==> src/rtl/pll_core_pkg.sv <==
package pll_core_pkg;

  localparam int DIV_W   = 16;
  localparam int FB_W    = DIV_W + 1;
  localparam int REF_W   = 7;
  localparam int SEL_W   = 4;
  localparam int XTAL_HZ = 75000;

  localparam logic [SEL_W-1:0] SEL_HALT     = 4'hF;
  localparam logic [SEL_W-1:0] SEL_HALT_OSC = 4'hE;

  // control-to-datapath strobes and limits
  typedef struct packed {
    logic             inhibit;
    logic             forceDown;
    logic [REF_W-1:0] refLast;
    logic [FB_W-1:0]  fbLast;
  } pllCmd_t;

  function automatic logic [REF_W-1:0] refDivisor(input logic [SEL_W-1:0] sel);
    int rateHz;
    case (sel)
      4'h0, 4'h1, 4'h2, 4'h3: rateHz = 25000;
      4'h4:                   rateHz = 12500;
      4'h5:                   rateHz = 6250;
      4'h6, 4'h7:             rateHz = 3125;
      4'h8, 4'h9, 4'hA:       rateHz = 5000;
      4'hB:                   rateHz = 1000;
      4'hC:                   rateHz = 3000;
      4'hD:                   rateHz = 15000;
      default:                rateHz = XTAL_HZ;
    endcase
    return REF_W'(XTAL_HZ / rateHz);
  endfunction

  function automatic logic [FB_W-1:0] fbModulus(input logic [DIV_W-1:0] word,
                                                input logic hb, input logic sns);
    if (hb)       return {word, 1'b0};
    else if (sns) return {1'b0, word};
    else          return FB_W'(word[DIV_W-1:4]);
  endfunction

endpackage

==> src/rtl/pll_core_ctrl.sv <==
module pll_core_ctrl
  import pll_core_pkg::*;
(
  input  logic             clk,
  input  logic             rstN,
  input  logic [DIV_W-1:0] divWord,
  input  logic             highBand,
  input  logic             sense,
  input  logic [SEL_W-1:0] refSel,
  input  logic             forceDown,
  output pllCmd_t          cmd,
  output logic             oscRun
);

  logic [FB_W-1:0]  modulus;
  logic [REF_W-1:0] refDiv;
  logic             halt;

  always_comb begin
    modulus = fbModulus(divWord, highBand, sense);
    refDiv  = refDivisor(refSel);
    halt    = (refSel == SEL_HALT) || (refSel == SEL_HALT_OSC);
  end

  always_ff @(posedge clk) begin
    if (!rstN) begin
      cmd.inhibit   <= 1'b1;
      cmd.forceDown <= 1'b0;
      cmd.refLast   <= '0;
      cmd.fbLast    <= '0;
      oscRun        <= 1'b1;
    end else begin
      cmd.inhibit   <= halt;
      cmd.forceDown <= forceDown;
      cmd.refLast   <= refDiv - 1'b1;
      cmd.fbLast    <= (modulus == '0) ? '0 : modulus - 1'b1;
      oscRun        <= (refSel != SEL_HALT_OSC);
    end
  end

  AST_OSC_STOP: assert property (@(posedge clk) disable iff (!rstN)
    ($past(rstN) && $past(refSel) == SEL_HALT_OSC) |-> (!oscRun && cmd.inhibit));

endmodule

==> src/rtl/pll_core_tickdiv.sv <==
module pll_core_tickdiv #(
  parameter int W = 8
) (
  input  logic         clk,
  input  logic         rstN,
  input  logic         clear,
  input  logic         step,
  input  logic [W-1:0] last,
  output logic         tick
);

  logic [W-1:0] cnt;

  always_ff @(posedge clk) begin
    if (!rstN || clear) begin
      cnt  <= '0;
      tick <= 1'b0;
    end else begin
      tick <= 1'b0;
      if (step) begin
        if (cnt >= last) begin
          cnt  <= '0;
          tick <= 1'b1;
        end else begin
          cnt <= cnt + 1'b1;
        end
      end
    end
  end

  AST_TICK_CAUSE: assert property (@(posedge clk) disable iff (!rstN)
    tick |-> $past(step));

endmodule

==> src/rtl/pll_core_datapath.sv <==
module pll_core_datapath
  import pll_core_pkg::*;
(
  input  logic    clk,
  input  logic    rstN,
  input  pllCmd_t cmd,
  input  logic    xtalEn,
  input  logic    fbEn,
  output logic    refTick,
  output logic    fbTick,
  output logic    pumpUp,
  output logic    pumpDown,
  output logic    pumpEnable,
  output logic    phaseErr
);

  localparam int N_DIV = 2;

  logic [N_DIV-1:0] stepVec;
  logic [N_DIV-1:0] tickVec;
  logic             upQ, dnQ, upNext, dnNext;

  assign stepVec = {fbEn, xtalEn};

  for (genvar g = 0; g < N_DIV; g++) begin : g_div
    if (g == 0) begin : g_ref
      pll_core_tickdiv #(.W(REF_W)) u_div (
        .clk(clk), .rstN(rstN), .clear(cmd.inhibit), .step(stepVec[g]),
        .last(cmd.refLast), .tick(tickVec[g]));
    end else begin : g_fb
      pll_core_tickdiv #(.W(FB_W)) u_div (
        .clk(clk), .rstN(rstN), .clear(cmd.inhibit), .step(stepVec[g]),
        .last(cmd.fbLast), .tick(tickVec[g]));
    end
  end

  assign refTick = tickVec[0];
  assign fbTick  = tickVec[1];

  // three-state comparator: both requests clear once both edges are in
  always_comb begin
    upNext = upQ | refTick;
    dnNext = dnQ | fbTick;
    if (upNext && dnNext) begin
      upNext = 1'b0;
      dnNext = 1'b0;
    end
  end

  always_ff @(posedge clk) begin
    if (!rstN || cmd.inhibit) begin
      upQ <= 1'b0;
      dnQ <= 1'b0;
    end else begin
      upQ <= upNext;
      dnQ <= dnNext;
    end
  end

  assign phaseErr   = upQ | dnQ;
  assign pumpEnable = !cmd.inhibit;
  assign pumpUp     = !cmd.inhibit && !cmd.forceDown && upQ;
  assign pumpDown   = !cmd.inhibit && (cmd.forceDown || dnQ);

  AST_PD_EXCLUSIVE: assert property (@(posedge clk) disable iff (!rstN)
    !(upQ && dnQ));
  AST_PD_CLEAR: assert property (@(posedge clk) disable iff (!rstN)
    (upQ && fbTick) |=> (!upQ && !dnQ));
  AST_INHIBIT_QUIET: assert property (@(posedge clk) disable iff (!rstN)
    cmd.inhibit |=> (!refTick && !fbTick && !upQ && !dnQ));

endmodule

==> src/rtl/pll_core_lockdet.sv <==
module pll_core_lockdet #(
  parameter int ERR_WINDOW  = 8,
  parameter int STRETCH_CYC = 40
) (
  input  logic       clk,
  input  logic       rstN,
  input  logic       phaseErr,
  input  logic [1:0] detMode,
  input  logic       statusRead,
  output logic       unlockOut,
  output logic       lockStatus
);

  localparam int RUN_W = $clog2(ERR_WINDOW + 1);
  localparam int STR_W = $clog2(STRETCH_CYC + 1);
  localparam logic [RUN_W-1:0] RUN_MAX = RUN_W'(ERR_WINDOW);
  localparam logic [STR_W-1:0] STR_MAX = STR_W'(STRETCH_CYC);

  logic [RUN_W-1:0] errRun;
  logic [STR_W-1:0] stretchCnt;
  logic             stickyQ;
  logic             overWindow;

  assign overWindow = phaseErr && (errRun == RUN_MAX);

  always_ff @(posedge clk) begin
    if (!rstN) begin
      errRun     <= '0;
      stretchCnt <= '0;
    end else begin
      if (!phaseErr)              errRun <= '0;
      else if (errRun != RUN_MAX) errRun <= errRun + 1'b1;

      if (!detMode[1])            stretchCnt <= '0;
      else if (overWindow)        stretchCnt <= STR_MAX;
      else if (stretchCnt != '0)  stretchCnt <= stretchCnt - 1'b1;
    end
  end

  always_comb begin
    case (detMode)
      2'b00:   unlockOut = 1'b0;
      2'b01:   unlockOut = phaseErr;
      default: unlockOut = (stretchCnt != '0);
    endcase
  end

  always_ff @(posedge clk) begin
    if (!rstN)                  stickyQ <= 1'b1;
    else if (detMode == 2'b00)  stickyQ <= 1'b1;
    else if (unlockOut)         stickyQ <= 1'b0;
    else if (statusRead)        stickyQ <= 1'b1;
  end

  assign lockStatus = stickyQ || (detMode == 2'b00);

  AST_STOPPED_LOCKED: assert property (@(posedge clk) disable iff (!rstN)
    ($past(detMode) == 2'b00) |-> stickyQ);
  AST_UNLOCK_STICKY: assert property (@(posedge clk) disable iff (!rstN)
    (unlockOut && detMode != 2'b00) |=> !stickyQ);
  AST_SHORT_ERR_QUIET: assert property (@(posedge clk) disable iff (!rstN)
    (detMode[1] && $past(detMode[1]) && !phaseErr && !$past(phaseErr) && stretchCnt == '0)
      |=> !unlockOut);

endmodule

==> src/rtl/pll_synth_core.sv <==
module pll_synth_core
  import pll_core_pkg::*;
#(
  parameter int ERR_WINDOW  = 8,
  parameter int STRETCH_CYC = 40
) (
  input  logic        clk,
  input  logic        rstN,
  input  logic        xtalEn,
  input  logic        fbEn,
  input  logic [15:0] divWord,
  input  logic        highBand,
  input  logic        sense,
  input  logic [3:0]  refSel,
  input  logic [1:0]  unlockSel,
  input  logic        forceDown,
  input  logic        statusRead,
  output logic        refTick,
  output logic        fbTick,
  output logic        pumpUp,
  output logic        pumpDown,
  output logic        pumpEnable,
  output logic        oscRun,
  output logic        unlockOut,
  output logic        lockStatus
);

  pllCmd_t cmd;
  logic    phaseErr;

  pll_core_ctrl u_ctrl (
    .clk(clk), .rstN(rstN), .divWord(divWord), .highBand(highBand),
    .sense(sense), .refSel(refSel), .forceDown(forceDown),
    .cmd(cmd), .oscRun(oscRun));

  pll_core_datapath u_dp (
    .clk(clk), .rstN(rstN), .cmd(cmd), .xtalEn(xtalEn), .fbEn(fbEn),
    .refTick(refTick), .fbTick(fbTick), .pumpUp(pumpUp), .pumpDown(pumpDown),
    .pumpEnable(pumpEnable), .phaseErr(phaseErr));

  pll_core_lockdet #(.ERR_WINDOW(ERR_WINDOW), .STRETCH_CYC(STRETCH_CYC)) u_lock (
    .clk(clk), .rstN(rstN), .phaseErr(phaseErr), .detMode(unlockSel),
    .statusRead(statusRead), .unlockOut(unlockOut), .lockStatus(lockStatus));

endmodule

==> config.mk <==
export PLATFORM = sky130hd
export DESIGN_NAME = pll_synth_core
export DESIGN_NICKNAME = d
export VERILOG_FILES = /design/src/rtl/pll_core_pkg.sv /design/src/rtl/pll_core_ctrl.sv /design/src/rtl/pll_core_tickdiv.sv /design/src/rtl/pll_core_datapath.sv /design/src/rtl/pll_core_lockdet.sv /design/src/rtl/pll_synth_core.sv
export SDC_FILE = /design/constraint.sdc
export NUM_CORES = 1
export LEC_CHECK = 0
export ABC_AREA = 1
export BUFFER_PORTS_ARGS = -buffer_cell sky130_fd_sc_hd__buf_2
export CAP_MARGIN = 20
export CORE_MARGIN = 8
export CORE_UTILIZATION = 45
export CTS_BUF_LIST = sky130_fd_sc_hd__clkbuf_4 sky130_fd_sc_hd__clkbuf_8
export CTS_CLUSTER_SIZE = 24
export DETAILED_ROUTE_END_ITERATION = 6
export GPL_ROUTABILITY_DRIVEN = 0
export PLACE_DENSITY = 0.69
export SYNTH_ARGS = -nofsm -noshare
export SYNTH_HDL_FRONTEND = slang
export SYNTH_SLANG_ARGS = --single-unit
==> constraint.sdc <==
create_clock -name clk -period 59.7 [get_ports clk]
set_input_delay 2.985 -clock clk [delete_from_list [all_inputs] [get_ports clk]]
set_output_delay 2.985 -clock clk [all_outputs]
set_load 0.02 [all_outputs]
==> flow_results.org <==
** Outcome
- The run finished with clean final reports.

** Hold path
- Min-delay src :: u_lock.errRun[3]
- Worst hold-check path type :: reg -> reg

** Synthesis
- Of the synthesized area, sequential elements account for 4.94%.
- Among all flip-flop cells after synthesis, the most frequent one is dfxtp_1.
- Counting flops with an async set or reset pin after synthesis yields a share of 0%.
- Count of flip-flops with a built-in enable after synthesis :: 0
- Ys Warns :: 0
- After synthesis, the mean cell area works out to roughly 6 sq um.
- In this run the cell area of the synthesized design comes to 0.0267 sq mm.
- Counting flops and latches in the post-synthesis netlist gives 66.
- The biggest area contributor in the post-synthesis netlist is nand2_1.
- Synthesis handed over a netlist of around 4,500 instances.
- Top area cells in the synthesized netlist :: nand2_1, ha_1, inv_1
- Summed over its instances, the top area cell type makes up around 16% of the synthesized netlist area.
- The synthesized netlist contains 86 unique library cells.

** Routing
- The final route contains 28,300 vias.
- Post-detailed-route count of antenna-violating nets :: 0
- Per-cell via count in the routed design :: 5.37
- The routed design has 76,300 um of wire.
- Drt drc :: 0
- The first routing iteration left about 2,100 violations.
- For this run, the detailed router's first-pass iteration total came to 5.
- Final routed wire length divided by cell count :: 14.5 um

** GRT
- Vias in the first global route :: 25,900
- Entering global routing, the biggest net connects 39 pins.
- The first global-routing pass estimated around 130,000 um of wire.
- The initial antenna violation count is 2.
- Gr ovfl total :: 0
- Total track usage :: 21.6%

** STA
- For the pin with the worst max-slew slack, the measured transition is 972 ps.
- Final hold analysis gives a worst-case slack of 449 ps.
- The final count of hold timing violations is 0.
- For the final database, setup skew stands at around 13 ps.
- Timing would allow up to around 19 MHz.
- The clock period could shrink to 53,720 ps.
- After layout, the worst path uses 90.0% of the clock period.
- Final setup violating endpoints :: 0
- Number of max-slew violations in the final report :: 0
- Headroom to the max-slew limit came out at 35.1%.

** Cells and area
- The library cells used most frequently in the layout, excluding fill and tap cells, are nand2_1, inv_1, nor2_1.
- Combined area of the multi-input logic cells :: 0.0224 sq mm
- At the end of the flow, the number of nets in the layout was approximately 4,800.
- Non-filler instance count after layout :: ~5,300
- The area growth from synthesis to layout is 3.19%.
- The sequential cells in the finished layout cover a total of 0.00132 sq mm.
- Layout cell share with drive strength beyond 1 :: 11.3%
- Fill cells in the final layout number about 6,300.
- Leaving out fill and tap cells, the most frequent cell in the layout is nand2_1.

** Worst setup path
- The worst setup path is of the in -> reg kind.
- Register-to-Register Path Depth :: 12
- Slowest cell delay on critical path :: approximately 440 ps
- Setup slack on the worst reg-to-reg path comes out at 56,660 ps.
- Maximum fanout count along the critical path :: 27
- Required arrival time at the worst endpoint :: 59,950 ps
- For the worst setup path, the data arrival time is roughly 54,000 ps.
- Crit-path slowest cell :: buf_4
- Endpoint type of the worst setup path :: register
- Critical Path Sink :: u_ctrl.cmd[23]
- The worst register-to-register path ends at u_dp.g_div[1].g_fb.u_div.cnt[4].
- Depth of the critical timing path with buffers and inverters included :: roughly 330
- The critical path starts at refSel[2].
- WP buf/inv :: 40
- Gate family responsible for the most delay along the worst path :: simple AND/OR/NAND/NOR gates
- Critical Path Source Type :: input pin
- Cell repeated most along the worst path :: nand2_1
- RR Startpoint :: u_dp.g_div[1].g_fb.u_div.cnt[2]

** Floorplanning
- Initial cell density of the core :: between 40% and 50%
- In this run the count of I/O pins placed on the die edge is 38.
- Core Footprint :: approximately 0.06 sq mm
- The floorplan has 89 rows.
- In this run the vertical extent of the chip is 260 um.
- The floorplan step set the die width to 260 um.
- The floorplan step defined a die boundary enclosing between 0.06 and 0.07 sq mm.

** CTS
- Hold repair after CTS inserted 0 buffers.
- Clock-pin slew was measured on the worst setup and hold paths at approximately 90 ps.
- Clock tree synthesis selected as its root buffer the cell clkbuf_8.
- TritonCTS clock tree :: done
- Number of levels the H-tree was split into :: 3
- In this run, CTS created clock tree buffers numbering 9.
- The later pin in the worst-skew pair is clocked with a latency of ~370 ps.
- The clock drives 66 sinks.
- The clock passes through at most 2 buffers.

** Placed design
- Number of cells after detailed placement :: 5,240
- The count of buffers added on input and output ports is 37.
- Hpwl dp :: roughly 60,000 um

** Run
- Max-cap check violation count :: 0
## worst register-to-register path, delay by kind of cell (launching register included)
kind / cells / cell delay, ps
AO/OA/AOI/OAI: 8 / 1740
AND/OR/NAND/NOR: 3 / 480
flip-flops: 1 / 440
adder cells (fa/ha/maj): 1 / 280
## layer usage
metal | up-vias | share of wire (%) | track usage, %
met3 | 138 | 5.4 | 1.97
met5 | - | 0 | 0
met4 | 0 | 2.5 | 6.14
met2 | 733 | 44 | 35.6
li1 | 14800 | - | -
met1 | 12600 | 48 | 29.8
## worst min path at each step
| stage | depth (start not counted) | end | slack, ps |
|---|---|---|---|
| floorplan | 1 | u_lock.errRun[3] | 420 |
| CTS | 1 | u_lock.errRun[3] | 450 |
| global placement | 1 | u_lock.errRun[3] | 440 |
| finish | 1 | u_lock.errRun[3] | 450 |
| global route | 1 | u_lock.errRun[3] | 460 |
| detailed placement | 1 | u_lock.errRun[3] | 440 |
## state kept, by name, indices dropped and copies added, names as in the netlist
signal / flops
u_ctrl.cmd: 26
u_dp.g_div.g_fb.u_div.cnt: 17
u_dp.g_div.g_ref.u_div.cnt: 7
u_lock.stretchCnt: 6
u_lock.errRun: 4
u_ctrl.oscRun: 1
u_dp.dnQ: 1
u_dp.g_div.g_ref.u_div.tick: 1
u_dp.g_div.g_fb.u_div.tick: 1
u_dp.upQ: 1
u_lock.stickyQ: 1
## kinds of logic after synthesis
logic type                 after synthesis  share of synthesized area (%)
and+or+nand+nor                       2305                           42.6
AOI/OAI and AO/OA                      819                           17.0
buffers and inverters                  713                           11.9
adders and majority gates              313                           14.7
xor gates and xnor gates               270                           8.87
DFF                                     66                           4.94
other                                    1                         0.0140
## area by class of cell
type,instances,share of cell area [%]
multi-input cells,3722,81.0
inverters,626,8.66
flip-flops and latches,66,4.79
well taps,773,3.51
repair buffers,57,1.23
clock buffers,9,0.449
clock inverters,7,0.286
repair inverters,1,0.0181
diodes,2,0.0181
## cells in the mapped netlist, types with 10 or more instances
cell and count:
nand3_1 296, o31ai_1 19, o21ai_0 312, a31oi_1 19
dfxtp_1 66, nand2_2 112, clkbuf_1 31, buf_6 15
nand2_1 1116, nor2_2 41, ha_1 313, nand3b_1 22
nand3_4 21, o211ai_1 17, inv_1 567, clkinv_1 10
o21ai_1 16, xor2_1 161, a21oi_1 326, nand4_1 90
nor2_4 23, a21o_1 16, xnor2_1 108, nor3_1 42
o21bai_1 36, inv_2 38, nor2_1 356, clkbuf_8 23
or2_2 30, nand2_4 53, nand3_2 55
## per-stage QoR
step | TNS, ps | area [sq um] | util (%) | worst slack, ps
2_1_floorplan | 0 | 26800 | - | 8880
4_1_cts | 0 | 27500 | 46.7 | 4660
3_5_place_dp | 0 | 27300 | 46.3 | 4400
5_1_grt | -1.04 | 27600 | 46.8 | -1.04
3_3_place_gp | 0 | 27300 | 46.3 | 5680
6_report | 0 | 27600 | 46.8 | 5980
## timing repair
action	CTS	global route
resized for setup	0	12
endpoints found under the setup margin	0	6
buffers inserted	0	0
Power is left out: the tool's default activity adds up to more than one toggle a clock period on the data nets, which glitch-free logic cannot reach.
